$ cat src/rtl/tmr_pkg.sv
package tmr_pkg;
  localparam int ADDR_CTRL   = 0;
  localparam int ADDR_STATUS = 1;
  localparam int ADDR_COUNT  = 2;
  localparam int ADDR_PSC    = 3;
  localparam int ADDR_RELOAD = 4;

  typedef struct packed {
    logic forceUpd;   // software or trigger update: clear counts, load shadows
    logic cntWr;      // bus write to the counter
    logic arrDirect;  // reload write that bypasses the preload
  } tmrStrobe_t;
endpackage

$ cat src/rtl/tmr_ctrl.sv
module tmr_ctrl
  import tmr_pkg::*;
#(
  parameter int CNT_W  = 16,
  parameter int ADDR_W = 3,
  parameter int DATA_W = 32
) (
  input  logic              clk,
  input  logic              rstN,
  input  logic              busWe,
  input  logic [ADDR_W-1:0] busAddr,
  input  logic [DATA_W-1:0] busWdata,
  input  logic              swUpdate,
  input  logic              trigReset,
  input  logic              ovfEvt,
  input  logic [CNT_W-1:0]  cntVal,
  output tmrStrobe_t        strobe,
  output logic [CNT_W-1:0]  wrValue,
  output logic [CNT_W-1:0]  pscPreload,
  output logic [CNT_W-1:0]  arrPreload,
  output logic              flag,
  output logic [DATA_W-1:0] rdata
);
  logic arpe, mirrorEn;
  logic wrCtrl, wrStatus, wrCount, wrPsc, wrReload;
  logic setFlag;
  logic unusedWdata;

  assign unusedWdata = ^busWdata[DATA_W-1:CNT_W];
  assign wrCtrl   = busWe && (busAddr == ADDR_W'(ADDR_CTRL));
  assign wrStatus = busWe && (busAddr == ADDR_W'(ADDR_STATUS));
  assign wrCount  = busWe && (busAddr == ADDR_W'(ADDR_COUNT));
  assign wrPsc    = busWe && (busAddr == ADDR_W'(ADDR_PSC));
  assign wrReload = busWe && (busAddr == ADDR_W'(ADDR_RELOAD));

  assign wrValue          = busWdata[CNT_W-1:0];
  assign strobe.forceUpd  = swUpdate | trigReset;
  assign strobe.cntWr     = wrCount;
  assign strobe.arrDirect = wrReload && !arpe;
  assign setFlag          = ovfEvt | strobe.forceUpd;

  always_ff @(posedge clk) begin
    if (!rstN) begin
      arpe       <= 1'b0;
      mirrorEn   <= 1'b0;
      pscPreload <= '0;
      arrPreload <= '1;
      flag       <= 1'b0;
    end else begin
      if (wrCtrl) begin
        arpe     <= busWdata[0];
        mirrorEn <= busWdata[1];
      end
      if (wrPsc)    pscPreload <= busWdata[CNT_W-1:0];
      if (wrReload) arrPreload <= busWdata[CNT_W-1:0];
      if (setFlag)                       flag <= 1'b1;
      else if (wrStatus && !busWdata[0]) flag <= 1'b0;
    end
  end

  always_comb begin
    rdata = '0;
    case (busAddr)
      ADDR_W'(ADDR_CTRL):   rdata[1:0] = {mirrorEn, arpe};
      ADDR_W'(ADDR_STATUS): rdata[0] = flag;
      ADDR_W'(ADDR_COUNT): begin
        rdata[CNT_W-1:0]  = cntVal;
        rdata[DATA_W-1]   = mirrorEn & flag;
      end
      ADDR_W'(ADDR_PSC):    rdata[CNT_W-1:0] = pscPreload;
      ADDR_W'(ADDR_RELOAD): rdata[CNT_W-1:0] = arrPreload;
      default:              rdata = '0;
    endcase
  end

  assert_flag_set_R4: assert property (@(posedge clk) disable iff (!rstN)
    setFlag |=> flag);
  assert_flag_hold_R9: assert property (@(posedge clk) disable iff (!rstN)
    (!setFlag && !wrStatus) |=> $stable(flag));
  assert_rsv_zero_R8: assert property (@(posedge clk) disable iff (!rstN)
    (busAddr == ADDR_W'(ADDR_COUNT)) |-> (rdata[DATA_W-2:CNT_W] == '0));
endmodule

$ cat src/rtl/tmr_datapath.sv
module tmr_datapath
  import tmr_pkg::*;
#(
  parameter int CNT_W = 16
) (
  input  logic             clk,
  input  logic             rstN,
  input  logic             tickIn,
  input  tmrStrobe_t       strobe,
  input  logic [CNT_W-1:0] wrValue,
  input  logic [CNT_W-1:0] pscPreload,
  input  logic [CNT_W-1:0] arrPreload,
  output logic [CNT_W-1:0] cntVal,
  output logic             ovfEvt
);
  logic [CNT_W-1:0] psCnt, psActive, arrActive, cnt;
  logic cntTick, arrZero, updEvt;

  assign cntTick = tickIn && (psCnt == psActive);
  assign arrZero = (arrActive == '0);
  assign ovfEvt  = cntTick && !arrZero && (cnt == arrActive)
                   && !strobe.forceUpd && !strobe.cntWr;
  assign updEvt  = ovfEvt | strobe.forceUpd;
  assign cntVal  = cnt;

  always_ff @(posedge clk) begin
    if (!rstN) begin
      psCnt     <= '0;
      psActive  <= '0;
      arrActive <= '1;
      cnt       <= '0;
    end else begin
      if (strobe.forceUpd)  psCnt <= '0;
      else if (tickIn)      psCnt <= cntTick ? '0 : psCnt + 1'b1;

      if (updEvt) psActive <= pscPreload;

      if (strobe.arrDirect) arrActive <= wrValue;
      else if (updEvt)      arrActive <= arrPreload;

      if (strobe.forceUpd)          cnt <= '0;
      else if (strobe.cntWr)        cnt <= wrValue;
      else if (cntTick && !arrZero) cnt <= (cnt == arrActive) ? '0 : cnt + 1'b1;
    end
  end

  assert_hold_zero_R6: assert property (@(posedge clk) disable iff (!rstN)
    (arrZero && !strobe.forceUpd && !strobe.cntWr) |=> $stable(cnt));
  assert_wrap_R4: assert property (@(posedge clk) disable iff (!rstN)
    ovfEvt |=> (cnt == '0));
  assert_force_clear_R5: assert property (@(posedge clk) disable iff (!rstN)
    strobe.forceUpd |=> (cnt == '0 && psCnt == '0 && psActive == $past(pscPreload)));
  assert_tick_rate_R2: assert property (@(posedge clk) disable iff (!rstN)
    (!cntTick && !strobe.forceUpd && !strobe.cntWr) |=> $stable(cnt));
endmodule

$ cat src/rtl/tmr_timebase.sv
module tmr_timebase
  import tmr_pkg::*;
#(
  parameter int CNT_W  = 16,
  parameter int ADDR_W = 3,
  parameter int DATA_W = 32
) (
  input  logic              clk,
  input  logic              rstN,
  input  logic              tickIn,
  input  logic              swUpdate,
  input  logic              trigReset,
  input  logic              busWe,
  input  logic [ADDR_W-1:0] busAddr,
  input  logic [DATA_W-1:0] busWdata,
  output logic [DATA_W-1:0] busRdata,
  output logic              updFlag
);
  tmrStrobe_t       strobe;
  logic [CNT_W-1:0] wrValue, pscPreload, arrPreload, cntVal;
  logic             ovfEvt;

  tmr_ctrl #(.CNT_W(CNT_W), .ADDR_W(ADDR_W), .DATA_W(DATA_W)) u_ctrl (
    .clk(clk), .rstN(rstN), .busWe(busWe), .busAddr(busAddr),
    .busWdata(busWdata), .swUpdate(swUpdate), .trigReset(trigReset),
    .ovfEvt(ovfEvt), .cntVal(cntVal), .strobe(strobe), .wrValue(wrValue),
    .pscPreload(pscPreload), .arrPreload(arrPreload), .flag(updFlag),
    .rdata(busRdata)
  );

  tmr_datapath #(.CNT_W(CNT_W)) u_dp (
    .clk(clk), .rstN(rstN), .tickIn(tickIn), .strobe(strobe),
    .wrValue(wrValue), .pscPreload(pscPreload), .arrPreload(arrPreload),
    .cntVal(cntVal), .ovfEvt(ovfEvt)
  );
endmodule

$ cat config.mk
export PLATFORM = sky130hd
export DESIGN_NAME = tmr_timebase
export DESIGN_NICKNAME = d
export VERILOG_FILES = /design/src/rtl/tmr_pkg.sv /design/src/rtl/tmr_ctrl.sv /design/src/rtl/tmr_datapath.sv /design/src/rtl/tmr_timebase.sv
export SDC_FILE = /design/constraint.sdc
export NUM_CORES = 1
export LEC_CHECK = 0
export CELL_PAD_IN_SITES_DETAIL_PLACEMENT = 1
export CELL_PAD_IN_SITES_GLOBAL_PLACEMENT = 1
export CORE_AREA = 4 4 106 183
export CTS_BUF_LIST = sky130_fd_sc_hd__clkbuf_4 sky130_fd_sc_hd__clkbuf_8
export DETAILED_ROUTE_END_ITERATION = 8
export DIE_AREA = 0 0 110 187
export DONT_BUFFER_PORTS = 1
export HOLD_SLACK_MARGIN = 0.06
export PLACE_DENSITY_LB_ADDON = 0.1
export REMOVE_ABC_BUFFERS = 1
export SLEW_MARGIN = 40
export SYNTH_ARGS = -nofsm -noshare
export SYNTH_HDL_FRONTEND = slang
export SYNTH_SLANG_ARGS = --single-unit
$ cat constraint.sdc
create_clock -name clk -period 2 [get_ports clk]
set_input_delay 0.2 -clock clk [delete_from_list [all_inputs] [get_ports clk]]
set_output_delay 0.2 -clock clk [all_outputs]
set_load 0.05 [all_outputs]
; ---- Word level (Yosys, flattened, before mapping)
; Index checks and enable logic that the tools add are counted.
[totals]
regBits = 99
latchBits = 0
mem_bits_rw = 0
rom_bits = 0
word_cells = 56
n_memories = 0
[op_classes]
add_sub_neg = 2
multipliers = 0
div_mod_pow = 0
magnitude_cmp = 0
n_eq_ne = 6
n_shift = 0
muxes = 12
n_bitwise = 4
reduce_logical = 23
[ops]
columns = op, n
row1 = $mux W16, 6
row2 = $pmux W14 S3, 1
row3 = $add A16 B1 Y16 const B, 2
row4 = $eq A16 B16 Y1, 2
row5 = $logic_not A16 Y1, 1
row6 = $logic_and A1 B1 Y1, 12
row7 = $eq A3 B2 Y1 const B, 2
row8 = $reduce_bool A2 Y1, 3
row9 = $logic_not A1 Y1, 5
row10 = $pmux W1 S5, 1
row11 = $pmux W1 S4, 1
row12 = $eq A3 B1 Y1 const B, 1
row13 = $eq A3 B3 Y1 const B, 1
row14 = $logic_not A3 Y1, 1
row15 = $mux W1, 3
row16 = $or A1 B1 Y1, 2
row17 = $reduce_or A2 Y1, 1
row18 = $and A1 B1 Y1, 1
row19 = $not A1 Y1, 1

; ---- Longest topological paths before layout
[depth]
ltp_word = 9
mapped_depth = 9

; ---- By module
; Synthesis repeated with hierarchy kept, for this count alone.
[hier_totals]
cells_unflattened = 703
area_unflattened_um2 = 5721.7
[modules_own_cells]
columns = mod, n_inst, cells_each, area_per_inst_um2
row1 = tmr_datapath, 1, 449, 3668.5
row2 = tmr_ctrl, 1, 254, 2053.2

; ---- Worst setup path before layout
; OpenSTA, ideal clock, no wires.
[synth_timing]
path_kind = in2out
from = input busAddr[0]
to = output busRdata[11]
arrival_time_ns = 2.101
t_required_ns = 1.800
path_slack_ns = -0.301
path_stages = 4
path_cell_list = buf_1 -> buf_2 -> mux2i_1 -> o21ai_0
[synth_between]
elab_chain_len = 2
[synth_lines]
columns = element, line
row1 = start: declaration, tmr_timebase.sv:14  ; input logic [ADDR_W-1:0] busAddr,
row2 = $eq A3 B3 Y1 / $eq A3 B2 Y1 (equally long branches), tmr_ctrl.sv:63  ; case (busAddr)
row3 = $pmux W14 S3 (*), tmr_ctrl.sv:63
row4 = end: declaration, tmr_timebase.sv:16  ; output logic [DATA_W-1:0] busRdata,
; Mark *: on every way between the ends. The rest lies on a longest branch, timed or not.

; ---- Worst setup path in the final report
[layout_timing]
from = register u_dp.psCnt[11]
to = register u_dp.cnt[12] (netlist: u_dp.cntVal[12])
[layout_between]
elab_chain_len = 4
[layout_lines]
columns = element, line
row1 = start: declaration, tmr_datapath.sv:16  ; logic [CNT_W-1:0] psCnt, psActive, arrActive, cnt;
row2 = start signal: assignment, tmr_datapath.sv:34  ; else if (tickIn) psCnt <= cntTick ? '0 : psCnt + 1'b1;
row3 = $eq A16 B16 Y1, tmr_datapath.sv:19  ; assign cntTick = tickIn && (psCnt == psActive);
row4 = $logic_and A1 B1 Y1, tmr_datapath.sv:19
row5 = $logic_and A1 B1 Y1, tmr_datapath.sv:43  ; else if (cntTick && !arrZero) cnt <= (cnt == arrActive) ? '0 : cnt + 1'b1;
row6 = $reduce_bool A2 Y1 (no source line), n/a
row7 = end signal: assignment, tmr_datapath.sv:42  ; else if (strobe.cntWr) cnt <= wrValue;
row8 = end signal: assignment, tmr_datapath.sv:43
row9 = end: declaration, tmr_datapath.sv:16
; No other way between the ends.
; A chain may end at the register's enable or synchronous reset.

==> metrics <==
status finished, violations left; failing checks setup timing; DRC viols 0; asr flop ratio synth 0%; global-route wire length before repair roughly 31,000 microns; total power a little over 0.004 W; non-filler instance count after layout 983; Max Cap Viol 0; Global Route Usage Sum roughly 20%; initial antenna violation count 0; post-synthesis compound-gate area fraction between 10% and 20%; area post-placement approximately 6200 sq um; Chip Width 110 microns; Worst Setup Path Type register to register; I/O pins between 70 and 80; final instance area between 7000 and 8000 sq um; Final HPWL DP approximately 14,000 microns; DR vias just over 5k; Slowest cell on crit path dfxtp_2; Inst Count DP 936; Yosys cell types between 40 and 50; WHS between 0.1 and 0.15 ns; CP max stage delay 0.35 ns; total gr overflow 0; register bit total from synthesis 99; # clock sinks between 90 and 100; maximum number of pins on one net before global-route repair between 60 and 70; HP Class input pin to register; via/cell ratio approximately 5.2; clock slew at reported path FFs 0.11 ns; routed len/inst just over 20 microns; Clock Path Buffers 2; RSZ-0062 raised after global routing yes; std cell rows 65; mux cell area share after synthesis under 10%; peak supply drop 285 uV; Tcrit/Tclk final 110%; Final #Nets slightly below 800; crit-path max FO 7; H-tree depth 3; Skew-Pair Late Insertion Delay between 0.4 and 0.5 ns; Bufs and invs on worst path 2; delay-heaviest family, CP simple AND/OR/NAND/NOR gates; cell count after synthesis 660; Setup crit end kind register; clock root buffer clkbuf_8; largest family of logic cells by synthesized area simple AND/OR/NAND/NOR gates; Die ar. between 20,000 and 25,000 sq um; Post-synth EDFFs 0; WP data required roughly 2.3 ns; crit path DAT 2.53 ns; CORE AREA approximately 18,000 sq um; Post-synth top flop dfxtp_1; relative slew slack a little under three fifths; register area share after synthesis around 38%; number of global-route vias before repair 5,520; Die Height ~190 microns; TritonCTS clock tree built; P_leak 2.65 nW; Area growth syn-to-layout 35.7%; initial drt markers 206; Post-Synth Adder-Cell Area less than 1%; Max Slew Vio Count 0; Mapped Area 5270 sq um; clk_skew about 0.022 ns; worst path cell trace xnor2_2 > nand4_1 > nor3_4 > nand4b_1 > buf_4 > clkbuf_16 > or3_1 > a31oi_1; crit path time final between 2 and 2.5 ns; Num CTS Buffers 9; startpoint types register; Total Neg Setup Slack -3.80 ns; WL final roughly 20,000 microns; Hold Vio Cnt, Final 0; synth warn 0; layout cells sized above 1 just under 30%; ANT nets after route 0; Initial Util 29.3%; Tightest Pin Transition ~0.67 ns; setup ws final -0.200 ns; Max Freq 0.455 GHz; # setup viols final 46; drt pass-1 iters 4; P per Cell Area 573 nW/um^2; ANT cells 0; post-synthesis simple-gate area fraction approximately a quarter; Mean Syn Cell Area 7.98 sq um; RePlAce Congestion slightly above 0.8; Synth Area in XOR/XNOR between 7 and 8%; IO buf count 0; Fillers ~2.1k
## flip-flops by register name, indices dropped and copies added (netlist names)
| signal | count |
|---|---|
| u_ctrl.mirrorEn | 1 |
| u_dp.psActive | 16 |
| u_dp.cntVal | 16 |
| u_ctrl.pscPreload | 16 |
| u_ctrl.arpe | 1 |
| u_dp.psCnt | 16 |
| u_dp.arrActive | 16 |
| u_ctrl.arrPreload | 16 |
| u_ctrl.flag | 1 |
## power by group
| part | switching, W | internal, W | leakage, nW |
|---|---|---|---|
| clock network | 0.000830 | 0.000460 | 0.0860 |
| logic | 0.000429 | 0.000318 | 1.76 |
| registers | 0.0000418 | 0.00202 | 0.811 |
## cell usage after synthesis, types with 16 or more instances
library cell / count / area share (%)
xnor2_1: 36 / 6.0
o21ai_0: 52 / 4.9
a21bo_2: 16 / 3.0
a31oi_1: 34 / 4.0
mux2i_1: 19 / 3.6
nand4_1: 31 / 3.7
a21boi_0: 16 / 2.3
nand2_1: 111 / 7.9
a21oi_1: 20 / 1.9
nand3_1: 32 / 3.0
dfxtp_1: 99 / 38
nor2_1: 45 / 3.2
clkbuf_1: 34 / 2.4
## worst reg2reg max path: cells and delay by family (launching register included)
kind | cells | cell delay [ns]
compound gates | 1 | 0.17
xor+xnor | 1 | 0.15
buf+inv | 2 | 0.37
flops | 1 | 0.35
simple gates | 4 | 1.09
## worst paths after layout
check,from,endpoint,slack [ns],cells past startpoint
max,u_dp.psCnt[11]$_SDFFE_PP0P_,u_dp.cntVal[12]$_SDFFE_PP0P_,-0.20,8
min,busAddr[0],u_ctrl.flag$_SDFFE_PN0P_,0.10,3
max reg2reg,u_dp.psCnt[11]$_SDFFE_PP0P_,u_dp.cntVal[12]$_SDFFE_PP0P_,-0.20,8
min reg2reg,u_ctrl.arrPreload[11]$_SDFFE_PN1P_,u_ctrl.arrPreload[11]$_SDFFE_PN1P_,0.48,2
## area by class of cell
class | instances | area [sq um] | area share (%)
Timing Repair Buffer | 123 | 1320 | 18.4
Inverter | 3 | 11.3 | 0.158
Clock inverter | 7 | 51.3 | 0.718
Sequential cell | 99 | 2010 | 28.1
Clock buffer | 9 | 124 | 1.73
Multi-Input combinational cell | 508 | 3340 | 46.7
Tap cell | 234 | 293 | 4.10
## metrics by stage
stage               worst slack, ns  utilization [%]
floorplan                     -1.04                -
global placement             -0.173             34.7
detailed placement           -0.194             34.7
CTS                          -0.133             38.2
global route                 -0.250             39.8
finish                       -0.200             39.8
## cells in the final DEF, fill, tap and decap left out, drive strengths merged, types with 20 or more instances in the layout
cell type	n
nand3	32
a21oi	20
nor2	45
nand4	32
buf	101
a31oi	34
xnor2	36
dfxtp	99
o21ai	62
nand2	111
## routing by layer
layer / vias up / global-route usage [%] / part of all wire (%)
met5: - / 0 / 0
met4: 0 / 8.69 / 3.5
met3: 35 / 2.80 / 3.2
met2: 82 / 36.4 / 55
met1: 2525 / 22.6 / 38
li1: 2444 / - / -
## logic make-up after synthesis
logic type                 count (synthesis)
xor gates and xnor gates                  46
buffers and inverters                     67
muxes                                     20
adders and majority gates                  2
other                                      1
AOI/OAI and AO/OA                        152
DFF                                       99
and+or+nand+nor                          273
## repair_timing
action                                 in CTS  in global routing
gates cloned                                2                  2
pin swaps                                  17                 31
resized for setup                          44                 50
setup endpoints to repair                  49                 49
endpoints found under the hold margin      88                  0
setup buffers                               2                  6
hold buffers                               20                  0
(Power assumes the default switching activity.)
